==> config.mk <==
export PLATFORM = sky130hd
export DESIGN_NAME = ringfwd_node
export DESIGN_NICKNAME = d
export VERILOG_FILES = /design/src/rtl/ringfwd_pkg.sv /design/src/rtl/ringfwd_delay.sv /design/src/rtl/ringfwd_lqueue.sv /design/src/rtl/ringfwd_monitor.sv /design/src/rtl/ringfwd_node.sv
export SDC_FILE = /design/constraint.sdc
export NUM_CORES = 1
export LEC_CHECK = 0
export ABC_AREA = 1
export BUFFER_PORTS_ARGS = -buffer_cell sky130_fd_sc_hd__buf_2
export CORE_AREA = 4 4 202 204
export CTS_CLUSTER_SIZE = 28
export DETAILED_ROUTE_END_ITERATION = 8
export DIE_AREA = 0 0 206 208
export PLACE_DENSITY = 0.78
export SLEW_MARGIN = 15
export SYNTH_ARGS = -nofsm -noshare
export SYNTH_HDL_FRONTEND = slang
export SYNTH_SLANG_ARGS = --single-unit
==> constraint.sdc <==
create_clock -name clk -period 4.35 [get_ports clk]
set_clock_uncertainty 0.1 [all_clocks]
set_input_delay 0.6525 -clock clk [delete_from_list [all_inputs] [get_ports clk]]
set_output_delay 0.6525 -clock clk [all_outputs]
set_load 0.02 [all_outputs]
==> src/rtl/ringfwd_pkg.sv <==
package ringfwd_pkg;
    localparam int DATA_W   = 32;
    localparam int ID_W     = 8;
    localparam int MARK_BIT = 8;

    typedef struct packed {
        logic              vld;
        logic              sop;
        logic              eop;
        logic [DATA_W-1:0] data;
    } word_t;
endpackage

==> src/rtl/ringfwd_delay.sv <==
module ringfwd_delay
    import ringfwd_pkg::*;
#(
    parameter int FRAME_LEN = 4
) (
    input  logic            clk,
    input  logic            rst_n,
    input  word_t           in_word,
    input  logic            in_err,
    input  logic [ID_W-1:0] node_id,
    output word_t           out_word,
    output logic            line_busy,
    output logic            fin,
    output logic            fin_own,
    output logic            fin_err,
    output logic            fin_mark
);
    typedef struct packed {
        word_t [FRAME_LEN-1:0] stg;
        logic  [FRAME_LEN-1:0] kill;
        logic                  acc_err;
        logic                  acc_own;
        logic                  acc_mark;
    } state_t;

    state_t q, d;

    always_comb begin
        d = q;
        // verdict so far, including the word on the input this cycle
        fin_err  = in_err | (in_word.sop ? 1'b0 : q.acc_err);
        fin_own  = in_word.sop ? (in_word.data[ID_W-1:0] == node_id) : q.acc_own;
        fin_mark = in_word.sop ? in_word.data[MARK_BIT] : q.acc_mark;
        fin      = in_word.vld && in_word.eop;

        d.stg[0]  = in_word;
        d.kill[0] = 1'b0;
        for (int i = 1; i < FRAME_LEN; i++) begin
            d.stg[i]  = q.stg[i-1];
            d.kill[i] = q.kill[i-1];
        end
        if (in_word.vld) begin
            d.acc_err  = fin_err;
            d.acc_own  = fin_own;
            d.acc_mark = fin_mark;
        end
        // whole frame sits in the line after this edge: strike it out
        if (fin && (fin_err || fin_own)) begin
            d.kill = '1;
        end

        line_busy = 1'b0;
        for (int i = 0; i < FRAME_LEN; i++) begin
            line_busy = line_busy | (q.stg[i].vld & ~q.kill[i]);
        end

        out_word     = q.stg[FRAME_LEN-1];
        out_word.vld = q.stg[FRAME_LEN-1].vld & ~q.kill[FRAME_LEN-1];
    end

    always_ff @(posedge clk or negedge rst_n) begin
        if (!rst_n) begin
            q <= '0;
        end else begin
            q <= d;
        end
    end
endmodule

==> src/rtl/ringfwd_lqueue.sv <==
module ringfwd_lqueue
    import ringfwd_pkg::*;
#(
    parameter int DEPTH     = 8,
    parameter int FRAME_LEN = 4
) (
    input  logic              clk,
    input  logic              rst_n,
    input  logic              push,
    input  logic [DATA_W-1:0] push_data,
    input  logic              pop,
    output logic [DATA_W-1:0] head,
    output logic              frame_avail,
    output logic              not_full
);
    localparam int AW = (DEPTH > 1) ? $clog2(DEPTH) : 1;
    localparam int CW = $clog2(DEPTH + 1);

    typedef struct packed {
        logic [DEPTH-1:0][DATA_W-1:0] mem;
        logic [AW-1:0]                wp;
        logic [AW-1:0]                rp;
        logic [CW-1:0]                cnt;
    } state_t;

    state_t q, d;
    logic   do_push, do_pop;

    always_comb begin
        d       = q;
        do_push = push && (q.cnt != CW'(DEPTH));
        do_pop  = pop && (q.cnt != '0);
        if (do_push) begin
            d.mem[q.wp] = push_data;
            d.wp        = (q.wp == AW'(DEPTH - 1)) ? '0 : q.wp + 1'b1;
        end
        if (do_pop) begin
            d.rp = (q.rp == AW'(DEPTH - 1)) ? '0 : q.rp + 1'b1;
        end
        case ({do_push, do_pop})
            2'b10:   d.cnt = q.cnt + 1'b1;
            2'b01:   d.cnt = q.cnt - 1'b1;
            default: d.cnt = q.cnt;
        endcase
        head        = q.mem[q.rp];
        frame_avail = q.cnt >= CW'(FRAME_LEN);
        not_full    = q.cnt != CW'(DEPTH);
    end

    always_ff @(posedge clk or negedge rst_n) begin
        if (!rst_n) begin
            q <= '0;
        end else begin
            q <= d;
        end
    end
endmodule

==> src/rtl/ringfwd_monitor.sv <==
module ringfwd_monitor #(
    parameter int CNT_W = 16
) (
    input  logic             clk,
    input  logic             rst_n,
    input  logic             fin,
    input  logic             fin_own,
    input  logic             fin_err,
    input  logic             fin_mark,
    input  logic             start_mark,
    input  logic             alive_clr,
    input  logic             irq_en,
    output logic             ring_alive,
    output logic             err_irq,
    output logic [CNT_W-1:0] lat_value,
    output logic             lat_busy
);
    typedef struct packed {
        logic             alive;
        logic             irq;
        logic             run;
        logic [CNT_W-1:0] cnt;
        logic [CNT_W-1:0] lat;
    } state_t;

    state_t           q, d;
    logic             good_ret;
    logic [CNT_W-1:0] cnt_inc;

    always_comb begin
        d        = q;
        good_ret = fin && fin_own && !fin_err;
        cnt_inc  = (q.cnt == '1) ? q.cnt : q.cnt + 1'b1;
        d.irq    = fin && fin_err && irq_en;
        if (alive_clr) begin
            d.alive = 1'b0;
        end
        if (good_ret) begin
            d.alive = 1'b1;
        end
        if (q.run) begin
            if (good_ret && fin_mark) begin
                d.lat = cnt_inc;
                d.run = 1'b0;
            end else begin
                d.cnt = cnt_inc;
            end
        end else if (start_mark) begin
            d.run = 1'b1;
            d.cnt = '0;
        end
    end

    always_ff @(posedge clk or negedge rst_n) begin
        if (!rst_n) begin
            q <= '0;
        end else begin
            q <= d;
        end
    end

    assign ring_alive = q.alive;
    assign err_irq    = q.irq;
    assign lat_value  = q.lat;
    assign lat_busy   = q.run;
endmodule

==> src/rtl/ringfwd_node.sv <==
module ringfwd_node
    import ringfwd_pkg::*;
#(
    parameter int FRAME_LEN    = 4,
    parameter int QUEUE_FRAMES = 2,
    parameter int CNT_W        = 16
) (
    input  logic              clk,
    input  logic              rst_n,
    input  logic [ID_W-1:0]   node_id,
    input  logic              rx_valid,
    input  logic              rx_sop,
    input  logic              rx_eop,
    input  logic [DATA_W-1:0] rx_data,
    input  logic              rx_err,
    input  logic              loc_valid,
    input  logic [DATA_W-1:0] loc_data,
    output logic              loc_ready,
    output logic              tx_valid,
    output logic              tx_sop,
    output logic              tx_eop,
    output logic [DATA_W-1:0] tx_data,
    input  logic              err_irq_en,
    output logic              err_irq,
    input  logic              alive_clr,
    output logic              ring_alive,
    output logic [CNT_W-1:0]  lat_value,
    output logic              lat_busy
);
    localparam int QDEPTH = QUEUE_FRAMES * FRAME_LEN;
    localparam int IW     = (FRAME_LEN > 2) ? $clog2(FRAME_LEN) : 1;

    typedef struct packed {
        word_t         tx;
        logic          tx_loc;
        logic          loc_act;
        logic [IW-1:0] loc_idx;
    } state_t;

    state_t            q, d;
    word_t             in_word, pass_word;
    logic              line_busy, fin, fin_own, fin_err, fin_mark;
    logic [DATA_W-1:0] head;
    logic              frame_avail, pop, start_mark, local_go;
    logic [IW-1:0]     idx;
    logic              tx_from_local, local_active;

    assign in_word = '{vld: rx_valid, sop: rx_sop, eop: rx_eop, data: rx_data};

    ringfwd_delay #(.FRAME_LEN(FRAME_LEN)) u_delay (
        .clk      (clk),
        .rst_n    (rst_n),
        .in_word  (in_word),
        .in_err   (rx_err),
        .node_id  (node_id),
        .out_word (pass_word),
        .line_busy(line_busy),
        .fin      (fin),
        .fin_own  (fin_own),
        .fin_err  (fin_err),
        .fin_mark (fin_mark)
    );

    ringfwd_lqueue #(.DEPTH(QDEPTH), .FRAME_LEN(FRAME_LEN)) u_queue (
        .clk        (clk),
        .rst_n      (rst_n),
        .push       (loc_valid),
        .push_data  (loc_data),
        .pop        (pop),
        .head       (head),
        .frame_avail(frame_avail),
        .not_full   (loc_ready)
    );

    always_comb begin
        d          = q;
        d.tx       = '0;
        d.tx_loc   = 1'b0;
        pop        = 1'b0;
        start_mark = 1'b0;
        local_go   = q.loc_act || (!pass_word.vld && frame_avail && !line_busy);
        idx        = q.loc_act ? q.loc_idx : '0;
        if (local_go) begin
            pop       = 1'b1;
            d.tx.vld  = 1'b1;
            d.tx.sop  = (idx == '0);
            d.tx.eop  = (idx == IW'(FRAME_LEN - 1));
            d.tx.data = head;
            d.tx_loc  = 1'b1;
            if (idx == '0) begin
                d.tx.data[ID_W-1:0] = node_id;
                start_mark          = head[MARK_BIT];
            end
            if (d.tx.eop) begin
                d.loc_act = 1'b0;
                d.loc_idx = '0;
            end else begin
                d.loc_act = 1'b1;
                d.loc_idx = idx + 1'b1;
            end
        end else if (pass_word.vld) begin
            d.tx = pass_word;
        end
    end

    always_ff @(posedge clk or negedge rst_n) begin
        if (!rst_n) begin
            q <= '0;
        end else begin
            q <= d;
        end
    end

    ringfwd_monitor #(.CNT_W(CNT_W)) u_mon (
        .clk       (clk),
        .rst_n     (rst_n),
        .fin       (fin),
        .fin_own   (fin_own),
        .fin_err   (fin_err),
        .fin_mark  (fin_mark),
        .start_mark(start_mark),
        .alive_clr (alive_clr),
        .irq_en    (err_irq_en),
        .ring_alive(ring_alive),
        .err_irq   (err_irq),
        .lat_value (lat_value),
        .lat_busy  (lat_busy)
    );

    assign tx_valid      = q.tx.vld;
    assign tx_sop        = q.tx.sop;
    assign tx_eop        = q.tx.eop;
    assign tx_data       = q.tx.data;
    assign tx_from_local = q.tx_loc;
    assign local_active  = q.loc_act;
endmodule

* Word level (Yosys, flattened, before mapping) *
Cells that the tools add are included.

operators by class
  bitwise logic cells = 12
  mux-type cells = 27
  add/sub/neg operators = 6
  equal/unequal tests = 9
  reductions and logical operators = 24
  $lt $le $gt $ge = 4

operator list
  kind                     number
  $bwmux W256              1
  $bmux W32 S3             1
  $demux W32 S3            1
  $mux W35                 2
  $mux W32                 2
  $mux W17                 2
  $mux W16                 2
  $add A16 B1 Y16 const B  1
  $eq A16 B16 Y1 const B   1
  $logic_and A1 B1 Y1      12
  $mux W1                  9
  $mux W3                  3
  $eq A8 B8 Y1             1
  $lt A3 B4 Y1 const B     2
  $mux W8                  1
  $pmux W4 S2              1
  $add A3 B1 Y3 const B    2
  $eq A3 B3 Y1 const B     2
  $reduce_bool A2 Y1       3
  $add A4 B1 Y4 const B    1
  $and A1 B1 Y1            4
  $eq A2 B2 Y1 const B     2
  $ge A4 B3 Y1 const B     1
  $mux W4                  1
  other kinds (14)         24

word-level totals
  output and inout bits = 55
  register bits = 486
  bits of input ports = 81
  word-level logic and storage cells = 124

* Longest topological paths before layout *
Gate-level depths: netlist of the first run.

  depth after elaboration = 12
  gate-level depth with buffers = 13
  gate-level depth less buffers = 13

* Hierarchy *
A second synthesis of the first run with hierarchy kept.

unflattened totals
  cell total of the unflattened synthesis = 2285
  area total of the unflattened synthesis = 20727.4 um^2

by module, submodules not included
  module           area each (um^2)  times used  cells each  seq. area each (um^2)
  ringfwd_lqueue   12360.6           1           1471        6656.4
  ringfwd_delay    4240.3            1           251         3678.5
  ringfwd_node     2190.9            1           302         950.9
  ringfwd_monitor  1935.6            1           261         875.8

* Worst setup path before layout of the first run *
OpenSTA, ideal clock, no wires.

  kind = reg-to-reg
  start = register u_queue.q[2] (netlist name)
  end = register u_queue.q[2] (netlist name)
  cell stages (with the launch flop) = 13
  slack = 2280 ps
  arrival time = 1843 ps
  data required time = 4123 ps
  period minus slack after synthesis = 2070 ps
  path through = dfrtp_1 > nor2_1 > nor2_1 > nand4_1 > nand2_2 > nand2_1 > inv_1 > ha_1 > xor2_1 > ha_1 > a21oi_1 > xnor2_1 > o21ai_0

between the ends
  cells in the longest elaborated chain, start to end = 8
  elaborated cells between the ends (all ways) = 15
  classes of those cells = 2 x add/sub; 1 x order compare; 3 x eq/ne; 2 x mux; 7 x reduce/logical

RTL lines
  what                                                      RTL line              source
  start: declaration                                        ringfwd_lqueue.sv:26  state_t q, d;
  start signal: assignment                                  ringfwd_lqueue.sv:52  q <= '0;
  start signal: assignment                                  ringfwd_lqueue.sv:54  q <= d;
  $ge A4 B3 Y1                                              ringfwd_lqueue.sv:46  frame_avail = q.cnt >= CW'(FRAME_LEN);
  $logic_and A1 B1 Y1 (2 in a row)                          ringfwd_node.sv:81    local_go = q.loc_act || (!pass_word.vld && frame_avail && !line_busy);
  $logic_or A1 B1 Y1                                        ringfwd_node.sv:81
  $mux W1                                                   ringfwd_node.sv:83    if (local_go) begin
  $logic_and A1 B1 Y1 *                                     ringfwd_lqueue.sv:32  do_pop = pop && (q.cnt != '0);
  named net u_queue.do_pop                                  ringfwd_lqueue.sv:27  logic do_push, do_pop;
  $eq A2 B1 Y1 / $eq A2 B2 Y1 (equally long branches)       ringfwd_lqueue.sv:40  case ({do_push, do_pop})
  $pmux W4 S2 / $reduce_bool A2 Y1 (equally long branches)  --

Mark *: on every way through the listed nets, which the timed path passes. The rest lies on a longest branch.
A chain may end at the register's enable or synchronous reset.

* Worst setup path after layout of the first run *
  start = register u_queue.q[2] (netlist name)
  end = register u_queue.q[134] (netlist name)

between the ends
  cells in the longest elaborated chain, start to end = 2

RTL lines
  what                 RTL line              source
  $ne A4 B4 Y1         ringfwd_lqueue.sv:31  do_push = push && (q.cnt != CW'(DEPTH));
  $logic_and A1 B1 Y1  ringfwd_lqueue.sv:31

No other way between the ends.

==> results of run 1 <==
[cell usage after synthesis (6+ instances only)]
cell      instances
a21oi_1           6
buf_2            46
buf_4            49
clkbuf_1         62
dfrtp_1         486
ha_1             10
inv_1            89
nand2_1         443
nand2_2           6
nand3_1          55
nand3b_1         10
nand4_1          10
nand4_2           7
nor2_1          168
o21ai_0         288
o21ai_1         136
o221ai_1         44
o22ai_1          18
xnor2_1           9
xor2_1            8
[report_power, final]
group          total (W)  internal, W  leakage (nW)  switching [W]
Combinational    0.00498      0.00164          3.60        0.00333
Sequential       0.00680      0.00597          6.00       0.000835
Clock            0.00420      0.00249         0.795        0.00171
[worst paths after layout]
check / end
min reg2reg: u_delay.out_word[2]
min: u_delay.d[64]
max in group asynchronous: u_queue.q[158]
min in group clk: u_delay.d[54]
max: u_queue.q[134]
max reg2reg: u_queue.q[134]
[cell type report]
| type | count | area, sq um |
|---|---|---|
| clock inverters | 15 | 166.4 |
| fillers | 3336 | 17650 |
| inverters | 92 | 349.1 |
| flip-flops and latches | 486 | 12170 |
| multi-input cells | 1234 | 5974 |
| well taps | 525 | 656.9 |
| repair buffers | 153 | 858.3 |
| clock buffers | 71 | 1451 |
[layer usage]
layer  wire length (microns)  global-route usage  up-vias
met5                       0                   0        -
met4                    1223             0.06723        0
met3                    3240             0.04084       98
met2                   21640              0.3355      558
met1                   19050              0.2957     6972
li1                        -                   -     6575
[stage by stage]
stage,instances,hold WS [ns]
5_1_grt,2576,0.07028
4_1_cts,2576,0.06561
3_3_place_gp,2490,0.2314
3_5_place_dp,2490,0.2347
6_report,2576,0.07516
2_1_floorplan,1975,0.2312
[sequential cells by signal, summed over array words and instances (netlist names), 2 cells and up]
register,count
u_delay.q,8
q,2
u_delay.d,105
u_mon.q,16
u_mon.lat_value,16
u_delay.out_word,34
u_queue.q,266
tx_data,32
[cells by family after synthesis]
logic type,synth area share
xor+xnor,0.007705
compound gates,0.1384
flops,0.6293
fa+ha+maj,0.006475
mux,0.0005180
simple gates,0.1539
buf+inv,0.06371
==> impl_metrics.tcl, run 1 <==
set metrics [dict create \
    rrSetupSlack_ns 1.78 \
    crit_required_ns 4.68 \
    rsz0062_at_grt "false" \
    start_kind "flip-flop" \
    diodes 0 \
    cts_tree "built" \
    cp_max_fo 64 \
    drive_above_1_share 0.1263 \
    vias 14200 \
    end_kind "flip-flop" \
    pre_cts_slack_ns 1.705 \
    design.core.area_sq_mm 0.03928 \
    design_area_sq_mm 0.02162 \
    synthArstFlopShare 1.000 \
    post_drt_wl_per_cell_microns 17.53 \
    cts_hold_buffers 0 \
    antenna_left 0 \
    synth_area_leaders "dfrtp_1 (63%), nand2_1 (8.6%), o21ai_0 (7.5%)" \
    ir_worst_vdd_uv 594.6 \
    total_power_w 0.01597 \
    num_rows 73 \
    hold_violations 0 \
    fmax_ghz 0.3892 \
    post_cts_buffers 0 \
    final_util 0.5506 \
    ctsLongestPathBuffers 3 \
    wirelength_microns 45150 \
    p_per_area_mw_per_mm2 738.6 \
    hold_class "in2async" \
    cts.sinks 486 \
    yosysWarnings 0 \
    numPortBuffers 135 \
    syn_avg_cell_area_sq_um 9.785 \
    ys_types 36 \
    place_area_sq_mm 0.02001 \
    slew_violations 0 \
    crit_chain "inv_1 > nand4_2 > nand2_2 > inv_4 > nand4_4 > o21ai_0" \
    dp_hpwl_microns 26290 \
    cp_top_family "simple AND/OR/NAND/NOR gates" \
    drt-initial-drc-count 1479 \
    synthFlopType "dfrtp_1" \
    globalRouteTotalUtil 0.2110 \
    yosysTopAreaCellShare 0.6293 \
    htreeDepth 2 \
    crit_buf_inv 2 \
    grt_pass1_vias 14310 \
    slew_headroom 0.2080 \
    reg2regPathDepth 6 \
    viasPerCell 5.514 \
    io_pins 136 \
    gp_congestion 0.8447 \
    grt_max_degree 120 \
    tightest_slew_ns 1.188 \
    layout_commonest_cell "dfrtp_1" \
    post-route-period-util 0.5906 \
    fin_nets 2107 \
    cts_resized 0 \
    die_w_microns 206 \
    syn_to_final_growth_pct 11.90 \
    cap_violations 0 \
    synth_area_sq_mm 0.01932 \
    clkTransAtPathRegs_ns 0.06 \
    initial_core_util 0.4920 \
    synth_largest_area_cell "dfrtp_1" \
    grt_first_pass_wirelength_microns 73950 \
    setup_total_negative_slack_ns 0 \
    numCtsBuffers 49 \
    clk_latency_ns 0.57 \
    crit_cells 6 \
    period_needed_ns 2.569 \
    reg2reg_from "u_queue.q[2]" \
    critPathSlowestCell "nand4_4" \
    synth_edf_count 0 \
    outcome "finished clean" \
    crit_arrival_ns 2.90 \
    die_area_sq_mm 0.04285 \
    setup_violations 0 \
    worst_slack_ns 1.781 \
    yosysSeqAreaShare 0.6293 \
    ys_ff_latch 486 \
    antenna_found_initial 0 \
    critPathKind "reg2reg" \
    p_leak_nw 10.40 \
    crit_start "u_queue.q[2]" \
    final_cell_mix "dfrtp_1 (483), nand2_1 (443), o21ai_0 (288)" \
    synth_nets 2066 \
    die_h_microns 208 \
    route.detailed.drc 0 \
    clock-root-buffer "clkbuf_16" \
    critPathMaxStageDelay_ns 0.82 \
    dr.pass1.iters 8 \
    syn_inst 1975 \
    grt.overflow.total 0 \
]
(Power assumes the default switching activity.)
==> inputs of run 2 (changes only) <==
Clock period 4.35 ns to 2.4 ns, I/O delays scaled along.
==> impl_metrics.tcl, run 2 (synthesis gave the netlist of run 1 again) <==
set metrics [dict create \
    cp_top_family "simple AND/OR/NAND/NOR gates" \
    n_fill_cell 3221 \
    tightest_slew_ns 0.6062 \
    syn_to_final_growth_pct 16.29 \
    critPathKind "reg2reg" \
    crit_arrival_ns 2.54 \
    post-route-period-util 0.9177 \
    route.detailed.drc 0 \
    num_rows 73 \
    setup_violations 0 \
    outcome "finished clean" \
    htreeDepth 2 \
    post_cts_buffers 0 \
    fin_nets 2177 \
    crit_required_ns 2.74 \
    dr.pass1.iters 8 \
    fmax_ghz 0.4540 \
    final_cell_mix "dfrtp_1 (483), nand2_1 (443), o21ai_0 (288)" \
    drt-initial-drc-count 1488 \
    vias 14620 \
    crit_cells 12 \
    clock-root-buffer "clkbuf_16" \
    start_kind "flip-flop" \
    critPathSlowestCell "dfrtp_1" \
    cts.sinks 486 \
    die_w_microns 206 \
    cp_max_fo 8 \
    slew_violations 0 \
    design.core.area_sq_mm 0.03928 \
    end_kind "flip-flop" \
    slew_headroom 0.5916 \
    io_pins 136 \
    setup_total_negative_slack_ns 0 \
    gp_congestion 0.8328 \
    globalRouteTotalUtil 0.2163 \
    p_per_area_mw_per_mm2 1313 \
    dp_hpwl_microns 27870 \
    post_drt_wl_per_cell_microns 17.60 \
    drive_above_1_share 0.1355 \
    ctsLongestPathBuffers 3 \
    worst_path_most_repeated_cell "nor2_1" \
    min_path_cells 3 \
    largest-register "u_queue.q" \
    rsz0062_at_grt "false" \
    critPathMaxStageDelay_ns 0.43 \
    cap_violations 0 \
    largest_reg_flops 266 \
    grt_max_degree 72 \
    ir_worst_vdd_uv 718.0 \
    wirelength_microns 46530 \
    grt.overflow.total 0 \
    p_leak_nw 10.80 \
    crit_buf_inv 1 \
    antenna_found_initial 1 \
    hold_class "in2reg" \
    numCtsBuffers 47 \
    grt_first_pass_wirelength_microns 75800 \
    cts_tree "built" \
    die_h_microns 208 \
    layout_commonest_cell "dfrtp_1" \
    viasPerCell 5.532 \
    period_needed_ns 2.202 \
    final_util 0.5722 \
    initial_core_util 0.4920 \
    reg2regPathDepth 12 \
    total_power_w 0.02951 \
    clkTransAtPathRegs_ns 0.06 \
    die_area_sq_mm 0.04285 \
    crit_chain "nor2_1 > nor2_1 > nand4_1 > nand2_2 > nand2_1 > inv_2 > ha_2 > xor2_2 > ha_1 > a21oi_1 > xnor2_1 > o21ai_0" \
    antenna_left 0 \
    grt_pass1_vias 14790 \
    numPortBuffers 135 \
    hold_violations 0 \
    diodes 0 \
    clk_latency_ns 0.56 \
]
## run 2: cell count changes in the layout (fill, tap and decap cells not counted), moves of 2 or more
cell / before / now
clkbuf_1: 10 / 7
bufinv_16: 3 / 7
clkinvlp_4: 2 / 0
clkbuf_16: 51 / 49
buf_4: 15 / 30
inv_6: 2 / 0
dlygate4sd3_1: 0 / 45
buf_12: 3 / 15
## run 2: worst paths after layout
check                           slack (ns)                   end           start
worst max-delay path                  0.20          u_queue.q[2]    u_queue.q[2]
worst min-delay path                  0.04            tx_data[4]      node_id[4]
worst max register to register        0.20          u_queue.q[2]    u_queue.q[2]
worst min register to register        0.24  u_delay.out_word[10]  u_delay.d[122]
max in group asynchronous             1.15          u_queue.q[6]           rst_n
min in group asynchronous             0.26         u_queue.q[39]           rst_n
## run 2: where the power goes
| group | internal [W] | switching [W] |
|---|---|---|
| sequential | 0.0108 | 0.00141 |
| clock | 0.00480 | 0.00302 |
| combinational | 0.00325 | 0.00623 |
## run 2: layout make-up
class	instances	area, sq um	area share
clock buffers	67	1404	0.06247
clock inverters	14	249.0	0.01108
inverters	92	349.1	0.01553
multi-input cells	1234	5984	0.2663
flip-flops and latches	486	12170	0.5415
well taps	525	656.9	0.02923
repair buffers	225	1662	0.07394
## run 2: timing repair
action                                  in CTS  in global routing
resized for setup                            0                  3
hold endpoints to repair                    91                  0
hold buffers                                45                  0
endpoints found under the setup margin       0                  3
## run 2: worst register-to-register path, stage by stage (launching register included)
cell,delay [ns]
dfrtp_1,0.43
nor2_1,0.17
nor2_1,0.07
nand4_1,0.09
nand2_2,0.07
nand2_1,0.08
inv_2,0.07
ha_2,0.23
xor2_2,0.17
ha_1,0.20
a21oi_1,0.18
xnor2_1,0.14
o21ai_0,0.09
## run 2: through the flow
step / setup WS, ns / cells / area [sq um] / hold WS, ns
detailed placement: 0.04167 / 2517 / 20360 / 0.2347
finish: 0.1976 / 2643 / 22470 / 0.04249
global placement: 0.2564 / 2517 / 20360 / 0.2314
floorplan: 0.3295 / 1975 / 19320 / -0.03559
CTS: 0.03040 / 2643 / 22460 / 0.01583
global route: 0.006215 / 2643 / 22470 / 0.02628
## run 2: metal layers
metal,track usage,part of all wire,vias up
li1,-,-,6696
met1,0.2929,0.41,7195
met2,0.3484,0.48,621
met3,0.04130,0.075,108
met4,0.08307,0.030,2
met5,0,0.00015,-
